**config.mk**
```make
export PLATFORM = sky130hd
export DESIGN_NAME = pci_irq_steer
export DESIGN_NICKNAME = d
export VERILOG_FILES = /design/src/rtl/steer_pkg.sv /design/src/rtl/steer_io_regs.sv /design/src/rtl/steer_line.sv /design/src/rtl/steer_irq_mux.sv /design/src/rtl/pci_irq_steer.sv
export SDC_FILE = /design/constraint.sdc
export NUM_CORES = 1
export LEC_CHECK = 0
export BUFFER_PORTS_ARGS = -buffer_cell sky130_fd_sc_hd__buf_2
export CORE_MARGIN = 2
export CORE_UTILIZATION = 45
export DETAILED_ROUTE_END_ITERATION = 8
export MAX_ROUTING_LAYER = met4
export PLACE_DENSITY = 0.68
export SYNTH_ARGS = -nofsm -noshare
export SYNTH_HDL_FRONTEND = slang
export SYNTH_SLANG_ARGS = --single-unit
```
**constraint.sdc**
```tcl
create_clock -name clk -period 2.4 [get_ports clk]
set_input_delay 0.36 -clock clk [delete_from_list [all_inputs] [get_ports clk]]
set_output_delay 0.36 -clock clk [all_outputs]
set_load 0.02 [all_outputs]
```
**src/rtl/steer_pkg.sv**
```systemverilog
// Package: constants shared by the steering router modules.
// Assumes an 8-bit data path and selector fields that tile a byte.
package steer_pkg;
    localparam int          DATA_W         = 8;
    localparam logic [7:0]  IDX_LOCK       = 8'h03;
    localparam logic [7:0]  IDX_ROUTE_BASE = 8'h42;
    localparam logic [7:0]  IDX_MODE       = 8'h44;
    localparam logic [7:0]  UNLOCK_KEY     = 8'hC5;
    localparam logic [7:0]  LOCKED_READ    = 8'hFF;
endpackage

```
**src/rtl/steer_io_regs.sv**
```systemverilog
// Module: steer_io_regs
// Index/data port decoder with a lock, selector registers and a mode register.
// Assumes single-cycle strobes and at most one access per cycle.
// Read data is registered and holds between reads.
module steer_io_regs
    import steer_pkg::*;
#(
    parameter int ADDR_W     = 16,
    parameter logic [ADDR_W-1:0] INDEX_ADDR = 16'h0022,
    parameter logic [ADDR_W-1:0] DATA_ADDR  = 16'h0023,
    parameter int N_LINES    = 4,
    parameter int SEL_W      = 4
) (
    input  logic                       clk,
    input  logic                       rst_n,
    input  logic [ADDR_W-1:0]          io_addr,
    input  logic                       io_wr,
    input  logic                       io_rd,
    input  logic [DATA_W-1:0]          io_wdata,
    output logic [DATA_W-1:0]          io_rdata,
    output logic [N_LINES*SEL_W-1:0]   sel_flat,
    output logic [N_LINES-1:0]         level_mode
);
    localparam int PER_REG = DATA_W / SEL_W;

    logic [DATA_W-1:0] index_q;
    logic              unlocked_q;
    logic [N_LINES-1:0] mode_q;
    logic [DATA_W-1:0] rdata_q;
    logic [DATA_W-1:0] data_rd_val;
    logic              idx_wr, data_wr, idx_rd, data_rd, open_wr;

    // Decode the strobes for the two ports.
    always_comb begin
        idx_wr  = io_wr && (io_addr == INDEX_ADDR);
        data_wr = io_wr && (io_addr == DATA_ADDR);
        idx_rd  = io_rd && (io_addr == INDEX_ADDR);
        data_rd = io_rd && (io_addr == DATA_ADDR);
        open_wr = data_wr && unlocked_q;
    end

    // Index register, written through the index port.
    always_ff @(posedge clk) begin
        if (!rst_n)       index_q <= '0;
        else if (idx_wr)  index_q <= io_wdata;
    end

    // Lock state, opened only by the key and closed by any other value.
    always_ff @(posedge clk) begin
        if (!rst_n)                               unlocked_q <= 1'b0;
        else if (data_wr && index_q == IDX_LOCK)  unlocked_q <= (io_wdata == UNLOCK_KEY);
    end

    // One selector register per line, each in its own nibble of a routing register.
    for (genvar g = 0; g < N_LINES; g++) begin : g_sel
        localparam logic [DATA_W-1:0] REG_IDX = DATA_W'(int'(IDX_ROUTE_BASE) + g / PER_REG);
        localparam int LSB = (g % PER_REG) * SEL_W;
        logic [SEL_W-1:0] sel_q;
        // Load this line's selector nibble when its register is written while open.
        always_ff @(posedge clk) begin
            if (!rst_n)                             sel_q <= '0;
            else if (open_wr && index_q == REG_IDX) sel_q <= io_wdata[LSB +: SEL_W];
        end
        assign sel_flat[g*SEL_W +: SEL_W] = sel_q;
    end

    // Mode register; only the low N_LINES bits are stored.
    always_ff @(posedge clk) begin
        if (!rst_n)                              mode_q <= '0;
        else if (open_wr && index_q == IDX_MODE) mode_q <= io_wdata[N_LINES-1:0];
    end

    // Value returned by a data-port read of the current index.
    always_comb begin
        data_rd_val = '0;
        if (index_q == IDX_LOCK) begin
            data_rd_val = {{(DATA_W-1){1'b0}}, unlocked_q};
        end else if (!unlocked_q) begin
            data_rd_val = LOCKED_READ;
        end else if (index_q == IDX_MODE) begin
            data_rd_val[N_LINES-1:0] = mode_q;
        end else begin
            for (int i = 0; i < N_LINES; i++) begin
                if (index_q == DATA_W'(int'(IDX_ROUTE_BASE) + i / PER_REG))
                    data_rd_val[(i % PER_REG)*SEL_W +: SEL_W] = sel_flat[i*SEL_W +: SEL_W];
            end
        end
    end

    // Registered read data, updated only by reads of the two ports.
    always_ff @(posedge clk) begin
        if (!rst_n)        rdata_q <= '0;
        else if (idx_rd)   rdata_q <= index_q;
        else if (data_rd)  rdata_q <= data_rd_val;
    end

    assign io_rdata   = rdata_q;
    assign level_mode = mode_q;
endmodule

```
**src/rtl/steer_line.sv**
```systemverilog
// Module: steer_line
// Trigger shaping for one request line: level follower or single-cycle edge pulse.
// Assumes req_n is already synchronous to clk.
module steer_line (
    input  logic clk,
    input  logic rst_n,
    input  logic req_n,
    input  logic level_mode,
    output logic active
);
    logic req;
    logic seen_q;

    assign req = ~req_n;

    // Remember whether the line was asserted at the last clock edge.
    always_ff @(posedge clk) begin
        if (!rst_n) seen_q <= 1'b0;
        else        seen_q <= req;
    end

    // Level mode passes the request through; edge mode keeps only a new assertion.
    always_comb begin
        active = level_mode ? req : (req && !seen_q);
    end
endmodule

```
**src/rtl/steer_irq_mux.sv**
```systemverilog
// Module: steer_irq_mux
// Fan-in of shaped request lines onto IRQ outputs by selector value.
// Selector 0 means not routed, so output 0 is never driven.
module steer_irq_mux #(
    parameter int N_LINES = 4,
    parameter int SEL_W   = 4,
    localparam int NUM_IRQ = 1 << SEL_W
) (
    input  logic [N_LINES-1:0]       line_act,
    input  logic [N_LINES*SEL_W-1:0] sel_flat,
    output logic [NUM_IRQ-1:0]       irq
);
    // OR every active line onto the IRQ number its selector names.
    always_comb begin
        irq = '0;
        for (int j = 1; j < NUM_IRQ; j++) begin
            for (int i = 0; i < N_LINES; i++) begin
                if (line_act[i] && sel_flat[i*SEL_W +: SEL_W] == SEL_W'(j))
                    irq[j] = 1'b1;
            end
        end
    end
endmodule

```
**src/rtl/pci_irq_steer.sv**
```systemverilog
// Module: pci_irq_steer (top)
// Routes active-low PCI interrupt requests onto ISA IRQ outputs under software control.
// Assumes all inputs are synchronous to clk and the reset is synchronous and active low.
module pci_irq_steer #(
    parameter int ADDR_W  = 16,
    parameter logic [ADDR_W-1:0] INDEX_ADDR = 16'h0022,
    parameter logic [ADDR_W-1:0] DATA_ADDR  = 16'h0023,
    parameter int N_LINES = 4,
    parameter int SEL_W   = 4
) (
    input  logic                     clk,
    input  logic                     rst_n,
    input  logic [ADDR_W-1:0]        io_addr,
    input  logic                     io_wr,
    input  logic                     io_rd,
    input  logic [7:0]               io_wdata,
    output logic [7:0]               io_rdata,
    input  logic [N_LINES-1:0]       intx_n,
    output logic [(1<<SEL_W)-1:0]    irq_out
);
    logic [N_LINES*SEL_W-1:0] sel_flat;
    logic [N_LINES-1:0]       level_mode;
    logic [N_LINES-1:0]       line_act;

    steer_io_regs #(
        .ADDR_W(ADDR_W), .INDEX_ADDR(INDEX_ADDR), .DATA_ADDR(DATA_ADDR),
        .N_LINES(N_LINES), .SEL_W(SEL_W)
    ) u_regs (
        .clk(clk), .rst_n(rst_n), .io_addr(io_addr), .io_wr(io_wr), .io_rd(io_rd),
        .io_wdata(io_wdata), .io_rdata(io_rdata),
        .sel_flat(sel_flat), .level_mode(level_mode)
    );

    for (genvar g = 0; g < N_LINES; g++) begin : g_line
        steer_line u_line (
            .clk(clk), .rst_n(rst_n), .req_n(intx_n[g]),
            .level_mode(level_mode[g]), .active(line_act[g])
        );
    end

    steer_irq_mux #(.N_LINES(N_LINES), .SEL_W(SEL_W)) u_mux (
        .line_act(line_act), .sel_flat(sel_flat), .irq(irq_out)
    );
endmodule

```
==> impl_metrics.csv, run 1 <==
group,metric,value,unit
outcome,status,"completed",
route,wl_per_cell,17.5,microns
logic_synthesis,synth.distinct_cells,50,
route,via_per_inst,6.25,
cts,clkSlewWorstSetupHoldPaths,80,ps
cts,cts_tree,"built",
logic_synthesis,synth-async-reset-ratio,0,%
sta,clock.fmax,449,MHz
route,drt_first_iter_violations,302,
sta,skew,7.38,ps
sta,final.min_clock_period,2220,ps
logic_synthesis,synth_xor_area_share,0,%
finish,drive_above_1_share,24.3,%
sta,tns,0,ps
sta,rsz0062_at_grt,"no",
critical_path,critPathMaxStageDelay,700,ps
logic_synthesis,synth_compound_area_share,20.8,%
critical_path,path_cells,"or4b_1 -> nor4_4 -> nor3b_4 -> mux2i_1 -> nor2b_1",
route,first_pass_iters,5,
finish,layout_common_cells,"buf_2 (54), dfxtp_1 (41), nor2b_1 (37)",
grt,grt_pass1_wl,11600,microns
logic_synthesis,synth_edf_count,0,
pwr,leakage,1.14,nW
pwr,power.density,450,nW/um^2
sta,relSlewSlack,61.2,%
sta,maxSlewViolCount,0,
logic_synthesis,synth_warnings,0,
floorplanning,rows,27,
critical_path,critPathMaxFanout,5,
cts,clock-root-buffer,"clkbuf_8",
finish,layout_commonest_cell,"buf_2",
floorplanning,die_w,79.4,microns
route,vias,2532,
floorplanning,num_io_pins,56,
sta,finalCritPeriodShare,92.7,%
route,wl,7100,microns
worst_hold_path,hp-class,"in2reg",
grt,grt_max_degree,42,
sta,setup_viol,0,
route,drc,0,
logic_synthesis,yosys.area_share.simple,30.2,%
cts,cts_max_level,2,
logic_synthesis,synth_fp_nets,311,
cts,numCtsBuffers,5,
logic_synthesis,ys_ff_latch,41,
grt,grt_antenna_before_repair,0,
cts,cts_resized,0,
logic_synthesis,synth_fa_ha_area_share,0,%
pwr,irDropWorstVdd,358,uV
logic_synthesis,ys_seq_area_share,32.1,%
cts,clockBufferDepth,2,
critical_path,critPathLaunchType,"flip-flop",
placed_design,portBuffers,54,
floorplanning,die-area,6300,sq um
floorplanning,start_util,46.4,%
critical_path,worstPathRequired,2600,ps
finish,antenna_cells,0,
cts,clk_latency,300,ps
logic_synthesis,synthFlopType,"dfxtp_1",
floorplanning,design.core.area,5510,sq um
finish,fin_util,54.3,%
logic_synthesis,synthMuxAreaShare,11.4,%
cts,clock-sinks,41,
finish,nFillCells,506,
cts,post_cts_buffers,0,
critical_path,crit_path_end_kind,"flip-flop",
floorplanning,dieHeight,79.4,microns
route,antenna_left,0,
sta,hold_violations,0,
placed_design,place_congestion,0.969,
logic_synthesis,syn_area,2560,sq um
finish,final_nets,364,
grt,gr-total-overflow,0,
sta,tightest_slew,583,ps
critical_path,cp_slowest_cell,"or4b_1",
grt,grt_pass1_vias,2306,
critical_path,crit_type,"reg2reg",
finish,synthToLayoutAreaGrowth,16.9,%
job,cap_violations,0,
logic_synthesis,syn_area_per_cell,9.16,sq um
critical_path,arrival,2420,ps
grt,grt.total_usage,24.2,%
logic_synthesis,syn_inst,279,
placed_design,place_hpwl,5310,microns
logic_synthesis,synth_top_family_by_area,"simple AND/OR/NAND/NOR gates",
cts,holdBufCountCts,0,
stage by stage:
stage | cells | hold WS [ps] | instance area, sq um | power [mW] | setup WS, ps
3_3_place_gp | 397 | 519 | 2860 | 0.789 | 268
3_5_place_dp | 397 | 519 | 2860 | 0.790 | 217
5_1_grt | 405 | 220 | 2990 | 1.38 | 42.1
4_1_cts | 405 | 220 | 2970 | 1.35 | 47.7
6_report | 405 | 226 | 2990 | 1.34 | 175
2_1_floorplan | 279 | 432 | 2560 | 0.744 | 387
worst max-delay path, delay by kind of cell, from the launching register on:
family | cells | cell delay [ps]
flops | 1 | 330
mux | 1 | 230
simple gates | 4 | 1550
Yosys cell counts (2+ instances only):
library cell | n | area [sq um]
a31oi_1 | 8 | 50.1
o21ai_0 | 8 | 40.0
dfxtp_1 | 41 | 821
nand2_1 | 21 | 78.8
and4_1 | 2 | 17.5
inv_1 | 8 | 30.0
nor4b_1 | 6 | 52.6
a22oi_1 | 15 | 113
nand3_1 | 3 | 15.0
nor2_1 | 8 | 30.0
a21oi_1 | 3 | 15.0
mux2i_1 | 29 | 290
and3b_1 | 2 | 17.5
a21o_1 | 7 | 52.6
nand4_1 | 2 | 12.5
or4_1 | 3 | 22.5
nor4_4 | 3 | 63.8
nor2b_1 | 37 | 231
o211ai_1 | 2 | 15.0
nor3b_1 | 3 | 22.5
clkbuf_8 | 3 | 41.3
clkbuf_1 | 7 | 26.3
or2b_2 | 2 | 17.5
o311ai_0 | 6 | 52.6
nor4_1 | 3 | 18.8
o221ai_1 | 8 | 70.1
a32oi_1 | 4 | 35.0
a31o_1 | 3 | 26.3
nor3_1 | 4 | 20.0
nand2b_1 | 7 | 43.8
a2bb2oi_1 | 2 | 17.5
worst paths after layout:
path / from / end / slack [ps] / cells after the start
worst max register to register: u_regs.index_q[4] / u_regs.level_mode[2] / 180 / 5
worst max-delay path: u_regs.index_q[4] / u_regs.level_mode[2] / 180 / 5
worst min register to register: u_regs.index_q[4] / u_regs.io_rdata[4] / 530 / 2
worst min-delay path: intx_n[1] / g_line[1].u_line.seen_q / 230 / 2
per-layer routing:
layer | GRT usage, % | up-vias | share of wire (%)
met5 | - | - | 0
met4 | 9.48 | 0 | 1.8
met3 | 4.86 | 14 | 8.1
met2 | 35.6 | 132 | 45
met1 | 32.9 | 1214 | 45
li1 | - | 1172 | -
report_power, final:
part / switching (mW) / internal, mW
Combinational: 0.0498 / 0.0422
Sequential: 0.00139 / 0.683
Clock: 0.256 / 0.312
Total: 0.307 / 1.04
kinds of logic (layout without fill, tap and decap cells):
kind of cell           Yosys count  after routing
AO/OA/AOI/OAI                   70             70
flip-flops                      41             41
AND/OR/NAND/NOR                116            116
buffers and inverters           22             76
other                            1              1
multiplexers                    29             29
final cells by class:
type | count | area (sq um) | share of cell area, %
timing repair buffer | 59 | 308 | 10.3
clock inverter | 2 | 38.8 | 1.30
multi-input combinational | 216 | 1610 | 53.9
clock buffer | 6 | 72.6 | 2.43
tap | 72 | 90.1 | 3.02
inverter | 9 | 47.5 | 1.59
sequential | 41 | 821 | 27.5
state kept, by name, summed over array words and instances, names as in the netlist:
name,count
u_regs.g_sel.sel_q,16
u_regs.index_q,8
u_regs.io_rdata,8
g_line.u_line.seen_q,4
u_regs.level_mode,4
u_regs.unlocked_q,1
Power figures use the tool's default switching activity.
==> run 2: changes to the inputs <==
clock period = 2.48 ns   (was 2.4 ns; I/O delays follow)
==> run 2 against run 1 <==
Critical path type is now reg2out. Setup slack is essentially flat. Register-to-register slack gained 120 ps. Count of clock-buffer cells in the layout shrank 1. Via count shrank 6.1%. Sequential share of layout area grew 0.23 points. Power shrank 10%. Routed wire length shrank 1.1%. Highest routed layer unchanged. Largest power group unchanged. Largest cell class unchanged. First-iteration DRC count shrank 29%.
==> impl_metrics.csv, run 2 (same netlist as run 1, synthesis figures left out) <==
group,metric,value,unit
floorplanning,design.core.area,5510,sq um
placed_design,place_congestion,0.941,
finish,multi_input_area,1610,sq um
sta,final.min_clock_period,2310,ps
critical_path,worstPathRequired,2110,ps
critical_path,critPathMaxFanout,4,
grt,grtUsageMet1,32.6,%
placed_design,dpl_cell_area,2860,sq um
route,drc,0,
finish,final_area,2960,sq um
placed_design,portBuffers,54,
finish,regMostFlops,"u_regs.g_sel.sel_q",
grt,gr-total-overflow,0,
sta,hold_violations,0,
cts,clkSlewWorstSetupHoldPaths,80,ps
route,wl_per_cell,17.3,microns
finish,layout_common_cells,"buf_2 (54), dfxtp_1 (41), nor2b_1 (37)",
finish,nFillCells,544,
cts,clock-root-buffer,"clkbuf_8",
finish,regArea,821,sq um
placed_design,dpl_worst_slack,213,ps
critical_path,regToRegSetupSlack,300,ps
critical_path,timing.rr.end,"u_regs.io_rdata[1]",
route,wl,7020,microns
floorplanning,die-area,6300,sq um
floorplanning,dieHeight,79.4,microns
placed_design,place_hpwl,5250,microns
grt,grt_pass1_wl,11500,microns
critical_path,critPathLaunch,"u_regs.level_mode[3]",
worst_hold_path,hp-class,"in2reg",
floorplanning,rows,27,
finish,stdcell_count,405,
grt,grtUsageMet3,6.45,%
route,drt_first_iter_violations,214,
sta,finalWorstSetupSlack,175,ps
finish,largest_reg_flops,16,
critical_path,r2r.worst_path.cells,6,
critical_path,critPathTopFamily,"compound AO/OA/AOI/OAI gates",
sta,setup_viol,0,
grt,grt_pass1_vias,2270,
critical_path,worst-path-buf-inv,2,
outcome,status,"completed",
finish,layout_commonest_cell,"buf_2",
sta,clock.fmax,434,MHz
finish,final_nets,364,
sta,finalCritPeriodShare,92.9,%
cts,cts_tree,"built",
sta,tns,0,ps
route,antenna_left,0,
critical_path,arrival,1930,ps
route,via_per_inst,5.87,
critical_path,path_cells,"inv_1 -> a21o_1 -> nor3b_1 -> a22oi_1 -> o311ai_0 -> buf_2",
cts,numCtsBuffers,5,
finish,drive_above_1_share,24.3,%
finish,fin_util,53.8,%
sta,maxSlewViolCount,0,
worst_hold_path,hp-start,"intx_n[1]",
floorplanning,num_io_pins,56,
floorplanning,die_w,79.4,microns
route,first_pass_iters,4,
grt,grt_max_degree,42,
job,cap_violations,0,
critical_path,crit_cells,6,
cts,cts_max_level,2,
sta,skew,5.06,ps
critical_path,critPathMaxStageDelay,460,ps
sta,tightest_slew,557,ps
placed_design,dp_cells,397,
finish,antenna_cells,0,
cts,clockBufferDepth,2,
floorplanning,start_util,46.4,%
critical_path,critPathCapture,"irq_out[4]",
finish,synthToLayoutAreaGrowth,15.9,%
grt,grt_antenna_before_repair,0,
pwr,irDropWorstVdd,370,uV
critical_path,critPathLaunchType,"flip-flop",
route,vias,2378,
pwr,leakage,1.13,nW
pwr,power.density,406,nW/um^2
critical_path,r2r-start,"u_regs.index_q[5]",
grt,top_usage_layer,"met2",
critical_path,crit_type,"reg2out",
sta,rsz0062_at_grt,"no",
cts,clk_latency,310,ps
grt,grt_util_met2,36.6,%
grt,grt.total_usage,24.2,%
critical_path,cp_slowest_cell,"nor3b_1",
critical_path,crit_path_end_kind,"primary output",
sta,relSlewSlack,62.9,%
cts,clock-sinks,41,
==> run 2: cell types whose count changed in the layout (fill, tap and decap cells not counted), sizes merged <==
cell / delta
clkinvlp: +1
bufinv: -1
clkbuf: -1
inv: +1
==> run 2: stage by stage <==
| step | hold WS [ps] | total power, mW |
|---|---|---|
| finish | 225 | 1.20 |
| global route | 216 | 1.25 |
| CTS | 222 | 1.21 |
| detailed placement | 517 | 0.766 |
| global placement | 509 | 0.765 |
| floorplan | 444 | 0.720 |
==> run 2: routing by layer <==
| layer | vias to the layer above | wire, microns |
|---|---|---|
| li1 | 1162 | - |
| met1 | 1125 | 3270 |
| met2 | 85 | 3180 |
| met3 | 6 | 524 |
| met4 | 0 | 57 |
| met5 | - | 0 |
==> run 2: final cells by class <==
cell class                 instances  share of cell area [%]
clock buffer                       5                    2.32
clock inverter                     3                   0.718
inverter                           9                    1.60
multi-input combinational        216                    54.2
sequential                        41                    27.7
tap                               72                    3.04
timing repair buffer              59                    10.4
==> run 2: repair_timing <==
| action | CTS | global route |
|---|---|---|
| gates resized for setup | 0 | 2 |
| setup buffers | 0 | 0 |
| hold buffers | 0 | 0 |
| setup endpoints to repair | 0 | 3 |
==> run 2: report_power, final <==
part	internal, mW	switching (mW)
Clock	0.200	0.254
Combinational	0.0408	0.0481
Sequential	0.661	0.00124
Total	0.901	0.303
==> run 2: how the worst min path moves through the flow <==
stage               depth (start not counted)                 endpoint  slack, ps
CTS                                         2  g_line[1].u_line.seen_q        220
global route                                2  g_line[2].u_line.seen_q        220
floorplan                                   1  g_line[0].u_line.seen_q        440
detailed placement                          2       u_regs.io_rdata[4]        520
global placement                            2       u_regs.io_rdata[4]        510
finish                                      2  g_line[1].u_line.seen_q        230
==> run 2: worst reg2reg max path: cells and delay by family, from the launching register on <==
kind            cells  cell delay, ps
buf+inv             1             230
flops               1             360
compound gates      3             480
simple gates        2            1050
